===== src/rtl/uc_pkg.sv =====
package uc_pkg;
  localparam int ST_W = 7;

  typedef struct packed {
    logic            decode_en;
    logic [ST_W-1:0] jump;
    logic            pc_load;
    logic            mar_load;
    logic            mdr_load;
    logic            ir_load;
    logic            rf_write;
    logic            cond_load;
    logic            drive_pc;
    logic            drive_mar;
    logic            drive_mdr;
    logic            drive_alu;
    logic            drive_rs2;
    logic [1:0]      pc_sel;
    logic            addr1_sel;
    logic [1:0]      addr2_sel;
    logic            mar_sel;
    logic            mdr_sel;
    logic            rs2_sel;
    logic            rs1_en;
    logic            rs2_en;
    logic            mem_en;
    logic            mem_wr;
    logic [1:0]      mem_size;
    logic            cond_clear;
  } uword_t;

  localparam int UW_W = $bits(uword_t);

  localparam logic [ST_W-1:0] ST_FETCH   = 7'd0;
  localparam logic [ST_W-1:0] ST_FETCH2  = 7'd37;
  localparam logic [ST_W-1:0] ST_IRD     = 7'd1;
  localparam logic [ST_W-1:0] ST_IRLD    = 7'd5;
  localparam logic [ST_W-1:0] ST_DECODE  = 7'd7;
  localparam logic [ST_W-1:0] ST_ALUI    = 7'd19;
  localparam logic [ST_W-1:0] ST_ALUR    = 7'd51;
  localparam logic [ST_W-1:0] ST_CMP     = 7'd99;
  localparam logic [ST_W-1:0] ST_FORK    = 7'd100;
  localparam logic [ST_W-1:0] ST_NTAKEN  = 7'd96;
  localparam logic [ST_W-1:0] ST_TAKEN   = 7'd104;
  localparam logic [ST_W-1:0] ST_LDADDR  = 7'd3;
  localparam logic [ST_W-1:0] ST_LDMEM   = 7'd2;
  localparam logic [ST_W-1:0] ST_LDWB    = 7'd6;
  localparam logic [ST_W-1:0] ST_STADDR  = 7'd35;
  localparam logic [ST_W-1:0] ST_STDATA  = 7'd32;
  localparam logic [ST_W-1:0] ST_STMEM   = 7'd33;
  localparam logic [ST_W-1:0] ST_UPPER   = 7'd55;
  localparam logic [ST_W-1:0] ST_JLINK   = 7'd111;
  localparam logic [ST_W-1:0] ST_JTGT    = 7'd112;
  localparam logic [ST_W-1:0] ST_RLINK   = 7'd103;
  localparam logic [ST_W-1:0] ST_RTGT    = 7'd102;
  localparam logic [ST_W-1:0] ST_ILLEGAL = {ST_W{1'b1}};

  function automatic logic op_known(logic [ST_W-1:0] op);
    return op inside {ST_ALUI, ST_ALUR, ST_CMP, ST_LDADDR,
                      ST_STADDR, ST_UPPER, ST_JLINK, ST_RLINK};
  endfunction
endpackage


===== src/rtl/uc_rst_sync.sv =====
module uc_rst_sync #(
  parameter int STAGES = 2
) (
  input  logic clk,
  input  logic rst_n,
  output logic rst_q
);
  logic [STAGES-1:0] sync_q;

  always_ff @(posedge clk or negedge rst_n) begin
    if (!rst_n) sync_q <= '0;
    else        sync_q <= {sync_q[STAGES-2:0], 1'b1};
  end

  assign rst_q = sync_q[STAGES-1];
endmodule


===== src/rtl/uc_store.sv =====
module uc_store
  import uc_pkg::*;
(
  input  logic [ST_W-1:0] state,
  output uword_t          word
);
  localparam logic [1:0] SZ_WORD  = 2'b10;
  localparam logic [1:0] PC_INC   = 2'd0;
  localparam logic [1:0] PC_ADDER = 2'd1;
  localparam logic [1:0] A2_IMM12 = 2'd1;
  localparam logic [1:0] A2_SIMM  = 2'd2;
  localparam logic [1:0] A2_IMM20 = 2'd3;

  always_comb begin
    word = '0;
    unique case (state)
      ST_FETCH, ST_FETCH2, ST_NTAKEN: begin
        word.jump       = ST_IRD;
        word.pc_load    = 1'b1;
        word.mar_load   = 1'b1;
        word.drive_pc   = 1'b1;
        word.pc_sel     = PC_INC;
        word.cond_clear = (state == ST_NTAKEN);
      end
      ST_IRD, ST_LDMEM: begin
        word.jump     = (state == ST_IRD) ? ST_IRLD : ST_LDWB;
        word.mdr_load = 1'b1;
        word.mdr_sel  = 1'b1;
        word.mem_en   = 1'b1;
        word.mem_size = SZ_WORD;
      end
      ST_IRLD: begin
        word.jump      = ST_DECODE;
        word.ir_load   = 1'b1;
        word.drive_mdr = 1'b1;
      end
      ST_DECODE: word.decode_en = 1'b1;
      ST_ALUI, ST_ALUR: begin
        word.rf_write  = 1'b1;
        word.drive_alu = 1'b1;
        word.rs1_en    = 1'b1;
        word.rs2_en    = (state == ST_ALUR);
        word.rs2_sel   = (state == ST_ALUI);
      end
      ST_CMP: begin
        word.jump      = ST_FORK;
        word.drive_alu = 1'b1;
        word.rs1_en    = 1'b1;
        word.rs2_en    = 1'b1;
      end
      ST_FORK: begin
        word.jump      = ST_NTAKEN;
        word.cond_load = 1'b1;
      end
      ST_TAKEN, ST_JTGT, ST_RTGT: begin
        word.pc_load   = 1'b1;
        word.pc_sel    = PC_ADDER;
        word.addr1_sel = (state == ST_RTGT);
        word.rs1_en    = (state == ST_RTGT);
        word.addr2_sel = (state == ST_JTGT) ? A2_IMM20 : A2_IMM12;
      end
      ST_LDADDR, ST_STADDR: begin
        word.jump      = (state == ST_LDADDR) ? ST_LDMEM : ST_STDATA;
        word.mar_load  = 1'b1;
        word.drive_mar = 1'b1;
        word.addr1_sel = 1'b1;
        word.rs1_en    = 1'b1;
        word.addr2_sel = (state == ST_LDADDR) ? A2_IMM12 : A2_SIMM;
      end
      ST_LDWB: begin
        word.rf_write  = 1'b1;
        word.drive_mdr = 1'b1;
      end
      ST_STDATA: begin
        word.jump      = ST_STMEM;
        word.mdr_load  = 1'b1;
        word.drive_rs2 = 1'b1;
        word.rs2_en    = 1'b1;
      end
      ST_STMEM: begin
        word.mem_en   = 1'b1;
        word.mem_wr   = 1'b1;
        word.mem_size = SZ_WORD;
      end
      ST_UPPER: begin
        word.rf_write  = 1'b1;
        word.mar_sel   = 1'b1;
        word.drive_mar = 1'b1;
      end
      ST_JLINK, ST_RLINK: begin
        word.jump     = (state == ST_JLINK) ? ST_JTGT : ST_RTGT;
        word.rf_write = 1'b1;
        word.drive_pc = 1'b1;
      end
      default: word = '0;
    endcase
  end
endmodule


===== src/rtl/uc_next.sv =====
module uc_next
  import uc_pkg::*;
#(
  parameter int FORK_BIT = 3
) (
  input  logic            decode_en,
  input  logic            cond_load,
  input  logic [ST_W-1:0] jump,
  input  logic [ST_W-1:0] opcode,
  input  logic            branch_flag,
  output logic [ST_W-1:0] nxt
);
  localparam logic [ST_W-1:0] FORK_MASK = ST_W'(1) << FORK_BIT;

  always_comb begin
    if (decode_en)
      nxt = op_known(opcode) ? opcode : ST_ILLEGAL;
    else if (cond_load && branch_flag)
      nxt = jump | FORK_MASK;
    else
      nxt = jump;
  end
endmodule


===== src/rtl/useq_ctrl.sv =====
module useq_ctrl
  import uc_pkg::*;
#(
  parameter int RST_STAGES = 2,
  parameter int FORK_BIT   = 3
) (
  input  logic            clk,
  input  logic            rst_n,
  input  logic [ST_W-1:0] instr_op,
  input  logic            branch_flag,
  input  logic            mem_ready,
  output logic [UW_W-1:0] ctrl_word,
  output logic [ST_W-1:0] ustate
);
  logic            rst_q;
  uword_t          word;
  logic [ST_W-1:0] state_q;
  logic [ST_W-1:0] state_d;
  logic            state_en;

  uc_rst_sync #(.STAGES(RST_STAGES)) i_rst (
    .clk(clk), .rst_n(rst_n), .rst_q(rst_q)
  );

  uc_store i_store (.state(state_q), .word(word));

  uc_next #(.FORK_BIT(FORK_BIT)) i_next (
    .decode_en(word.decode_en), .cond_load(word.cond_load), .jump(word.jump),
    .opcode(instr_op), .branch_flag(branch_flag), .nxt(state_d)
  );

  assign state_en = !(word.mem_en && !mem_ready);

  always_ff @(posedge clk or negedge rst_q) begin
    if (!rst_q)        state_q <= ST_FETCH;
    else if (state_en) state_q <= state_d;
  end

  assign ctrl_word = word;
  assign ustate    = state_q;

  AST_MEM_HOLD: assert property (@(posedge clk) disable iff (!rst_q)
    (((ustate == ST_IRD) || (ustate == ST_LDMEM) || (ustate == ST_STMEM)) && !mem_ready)
      |=> $stable(ustate));
  AST_DECODE_TARGET: assert property (@(posedge clk) disable iff (!rst_q)
    (ustate == ST_DECODE) |=> ((ustate == $past(instr_op)) || (ustate == ST_ILLEGAL)));
  AST_ILLEGAL_QUIET: assert property (@(posedge clk) disable iff (!rst_q)
    (ustate == ST_ILLEGAL) |-> (ctrl_word[25:20] == '0 && !ctrl_word[3]));
  AST_ILLEGAL_RETURN: assert property (@(posedge clk) disable iff (!rst_q)
    (ustate == ST_ILLEGAL) |=> (ustate == ST_FETCH));
  AST_WRITE_ONLY_STORE: assert property (@(posedge clk) disable iff (!rst_q)
    ctrl_word[3] |-> (ustate == ST_STMEM));
  AST_FORK_TARGET: assert property (@(posedge clk) disable iff (!rst_q)
    (ustate == ST_FORK) |=> ((ustate == ST_TAKEN) == $past(branch_flag)) &&
                            ((ustate == ST_TAKEN) || (ustate == ST_NTAKEN)));
endmodule


===== config.mk =====
export PLATFORM = sky130hd
export DESIGN_NAME = useq_ctrl
export DESIGN_NICKNAME = d
export VERILOG_FILES = /design/src/rtl/uc_pkg.sv /design/src/rtl/uc_rst_sync.sv /design/src/rtl/uc_store.sv /design/src/rtl/uc_next.sv /design/src/rtl/useq_ctrl.sv
export SDC_FILE = /design/constraint.sdc
export NUM_CORES = 1
export LEC_CHECK = 0
export BUFFER_PORTS_ARGS = -buffer_cell sky130_fd_sc_hd__buf_2
export CORE_AREA = 4 4 57 59
export CTS_CLUSTER_DIAMETER = 50
export DETAILED_ROUTE_END_ITERATION = 10
export DIE_AREA = 0 0 61 63
export PLACE_DENSITY_LB_ADDON = 0.12
export SYNTH_ARGS = -nofsm -noshare
export SYNTH_HDL_FRONTEND = slang
export SYNTH_SLANG_ARGS = --single-unit

===== constraint.sdc =====
create_clock -name clk -period 1.4 [get_ports clk]
set_clock_uncertainty 0.15 [all_clocks]
set_input_delay 0.14 -clock clk [delete_from_list [all_inputs] [get_ports clk]]
set_output_delay 0.14 -clock clk [all_outputs]
set_load 0.02 [all_outputs]

==> results of run 1 <==
==> cells by family after synthesis <==
kind of cell	synth area share [%]
and+or+nand+nor	37.9
AOI/OAI and AO/OA	23.4
buffers and inverters	12.5
DFF	21.1
xor gates and xnor gates	2.46
muxes	1.87
other	0.703
==> stage by stage <==
stage               setup TNS (ps)  cells  hold WS, ps  area, µm²  utilization [%]
global placement            -10890    273         -225       1910             70.6
detailed placement          -11750    273         -223       1910             70.6
floorplan                   -10030    156         -306       1370                -
==> impl_results.md, run 1 <==
* Synth cell count leaders: 18 x nand2_1, 14 x nor2_1, 10 x a21oi_1
* Flop and latch count out of synthesis at 9
* Hold buffer count at cts at 3
* I/O Pins at 52
* Width of the chip at 61 µm
* Starting density of the core at between 30% and 40%
* Synth unique cells at 49
* Synth area leaders: dfrtp_1 21%, nand2_1 6.3%, nor2_1 4.9%
* Post_cts resized at 141
* Row cnt at 19
* Most common cell in the netlist: nand2_1
* Synth Area per Inst at 6.94 µm²
* Ys flop type: dfrtp_1
* Num CTS Buffers at 3
* Place WS at -449 ps
* Clock sink count at 9
* Top-area cell type share of the netlist area at a little over a fifth
* Gp weighted congestion at roughly 0.94
* Mapped cell area at between 1000 and 1500 µm²
* CTS HTree Levels at 1
* Exit stage: clock tree synthesis (4_1_cts)
* Synth Instances at 154
* Chip height at 63 µm
* Post-synth EDFFs at 0
* Part of the Yosys area used for sequential elements at roughly a fifth
* Post-DP HPWL at 3530 µm
* Log Error: [ERROR DPL-0033] detailed placement checks failed during check placement.
* Longest Clk Path Bufs at 2
* Async S/R FF share, synth at 100%
* Status: stopped before the end
* YS warnings at 0
* CTS root buffer: clkbuf_4
* Number of port buffers at 48
* Setup Buffers After CTS at 30
* Largest area contributor in the synthesized netlist: dfrtp_1
==> run 2: changes to the inputs <==
Settings changed: CORE_AREA 4 4 57 59 to 4 4 65 67, CTS_CLUSTER_DIAMETER 50 to unset, DIE_AREA 0 0 61 63 to 0 0 69 71, PLACE_DENSITY_LB_ADDON 0.12 to 0.15.
Clock period 1.4 ns to 1.82 ns, I/O delays scaled along.
==> impl_results.md, run 2 <==
* Status: finished with violations
* Failing checks: setup timing
* Post-DP HPWL at between 3000 and 4000 µm
* Place WS at -64.6 ps
* First-pass GRT wire length at 7470 µm
* Pleak at between 1 and 1.5 nW
* Most frequent cells in the layout: 56 x buf_6, 49 x buf_4, 17 x buf_2
* Flop and latch count out of synthesis at 9
* Starting density of the core at 29.4%
* Share of post-route cells with drive strength above 1 at between 70% and 80%
* Period Utilization, post-route at 118%
* CP endpoint: ctrl_word[26]
* Critical path launch point: ustate[3]
* Longest Clk Path Bufs at 2
* Final min period at between 2000 and 2500 ps
* FF-to-FF Start: ustate[2]
* Max_cap viols at 0
* CP startpoint kind: register
* Clock latency on the worst-skew pair at 240 ps
* TritonRoute pass-1 iters at 4
* Row cnt at 22
* Critical path type: reg2out
* CTS HTree Levels at 1
* R2R setup slack at -190 ps
* Worst setup EP type: primary output
* Synth Instances at between 150 and 200
* Initial DRC count at between 100 and 150
* Critical R2R Capture: ustate[5]
* Layout Nets at 281
* Final setup vio count at 35
* Clock-pin slew on the worst setup and hold paths at 50 ps
* Tightest Pin Transition at 601 ps
* Synth Area per Inst at roughly 6.9 µm²
* PnR worst setup slack at -335 ps
* Total global-route track usage at about 18%
* Max stage delay on crit path at 430 ps
* Largest area contributor in the synthesized netlist: dfrtp_1
* CP arrival at 1820 ps
* Vias in the first global route at 1580
* Critical path buffer and inverter count at 2
* Tightest Hold Check Type: in2reg
* CP required at roughly 1500 ps
* Initial antenna violation count at 0
* Number of diodes at 0
* Ys flop type: dfrtp_1
* Final WL at between 5000 and 6000 µm
* Part of the Yosys area used for sequential elements at between 20% and 30%
* Setup TNS at -6360 ps
* WL per Instance at roughly 18 µm
* Final Instance Area at 2690 µm²
* CP max FO at 7
* Crit path max-delay family: compound AO/OA/AOI/OAI gates
* Core footprint at ~3600 µm²
* CTS root buffer: clkbuf_8
* Synth area leaders: dfrtp_1 21%, nand2_1 6.3%, nor2_1 4.9%
* Vias at between 1500 and 2000
* Most common cell after layout, fill and taps aside: buf_6
* Power Dens Cells at around 1900 nW/µm²
* GR Overflow Total at 0
* Post-synth EDFFs at 0
* DRT antenna net count at 0
* I/O Pins at 52
* Slew Limit Fails at 0
* Most common cell in the netlist: nand2_1
* Multiplexer share of the synthesized area at roughly 1.9%
* Area grow syn2layout at 152%
* Chip height at just over 70 µm
* Synth unique cells at between 40 and 50
* Synth Area in Adders at 0%
* Worst Reg-to-Reg Cells at 6
* Largest family of logic cells by synthesized area: simple AND/OR/NAND/NOR gates
* Top-area cell type share of the netlist area at about a fifth
* Remaining DRCs at 0
* Clock sink count at 9
* Maximum vdd drop at between 0.0008 and 0.0009 V
* Via/cell ratio at ~5.4
* Width of the chip at roughly 69 µm
* Async S/R FF share, synth at 100%
* Synth Area in Simple Gates at between 30% and 40%
* YS warnings at 0
* Slew margin rel. at roughly 59%
* Fmax achieved at around 0.46 GHz
* Gp weighted congestion at slightly above 0.8
* Number of port buffers at 48
* Synth cell count leaders: 18 x nand2_1, 14 x nor2_1, 10 x a21oi_1
* Layout filler cell count at about 250
* Die area at ~4900 µm²
* Final Hold Viols at 0
* RSZ-0062 raised after global routing: yes
* Mapped cell area at approximately 1100 µm²
* Synth Area in Compound Gates at between 20% and 30%
* Critical-path cell list: buf_12 > nor2_1 > o21ai_0 > a2111oi_4 > buf_4
* Largest net degree at the start of global routing at 13
* CTS tree: done
* Num CTS Buffers at 3
* WP depth at 5
* Max FFs per register at 7
* Critical path's slowest cell: dfrtp_2
* Area after DPL at approximately 1700 µm²
* Post-Synth XOR/XNOR Area at 2.46%
-- run 2: per-stage QoR --
| step | hold slack [ps] | power, mW | utilization [%] | instances |
|---|---|---|---|---|
| floorplan | -264 | 2.06 | - | 156 |
| global placement | -183 | 3.12 | 47.3 | 276 |
| detailed placement | -181 | 3.14 | 47.3 | 276 |
| CTS | 20.5 | 4.08 | 60.4 | 296 |
| global route | 66.1 | 5.41 | 74.1 | 317 |
| finish | 25.0 | 5.18 | 74.1 | 317 |
-- run 2: tightest hold or removal path, stage by stage --
cell,delay (ps)
buf_2,80
nand2_1,50
o21ai_1,60
-- run 2: how the worst min path moves through the flow --
stage | cells past startpoint | slack, ps | to | from
floorplan | 0 | -260 | i_rst.sync_q[0] | rst_n
global placement | 1 | -180 | i_rst.sync_q[1] | rst_n
detailed placement | 1 | -180 | i_rst.sync_q[0] | rst_n
CTS | 3 | 20 | ustate[3] | branch_flag
global route | 3 | 70 | ustate[3] | branch_flag
finish | 3 | 30 | ustate[3] | branch_flag
-- run 2: final cells by class --
| type | count | area (µm²) | share of cell area (%) |
|---|---|---|---|
| clock buffer | 3 | 41.3 | 1.53 |
| clock inverter | 1 | 5.00 | 0.186 |
| inverter | 9 | 33.8 | 1.26 |
| multi-input combinational | 120 | 1160 | 43.0 |
| sequential | 9 | 234 | 8.69 |
| tap | 48 | 60.1 | 2.23 |
| timing repair buffer | 127 | 1160 | 43.0 |
-- run 2: what timing repair did --
action,in CTS,in global routing
pin swaps,19,26
gates resized for setup,90,80
setup buffers,14,22
endpoints found under the setup margin,32,35
hold buffers,2,0
cloned,1,0
endpoints found under the hold margin,9,0
-- run 2: cells by family (layout without fill, tap and decap cells) --
logic type,count (synthesis),count (layout)
AOI/OAI and AO/OA,36,36
muxes,2,2
xor gates and xnor gates,3,3
DFF,9,9
and+or+nand+nor,75,75
other,2,4
buffers and inverters,27,140
-- run 2: report_power, final --
group | total (mW) | switching, mW | internal [mW]
logic | 4.56 | 2.25 | 2.31
registers | 0.385 | 0.111 | 0.274
clock network | 0.242 | 0.0921 | 0.150
-- run 2: per-layer routing --
metal,vias up,GRT usage (%),wire length (µm)
met2,78,34.0,3040
met3,18,2.27,280
li1,771,-,-
met1,851,21.8,2330
met5,-,0,0
met4,0,6.72,170
Note: power is estimated with default switching activity, not from simulation.
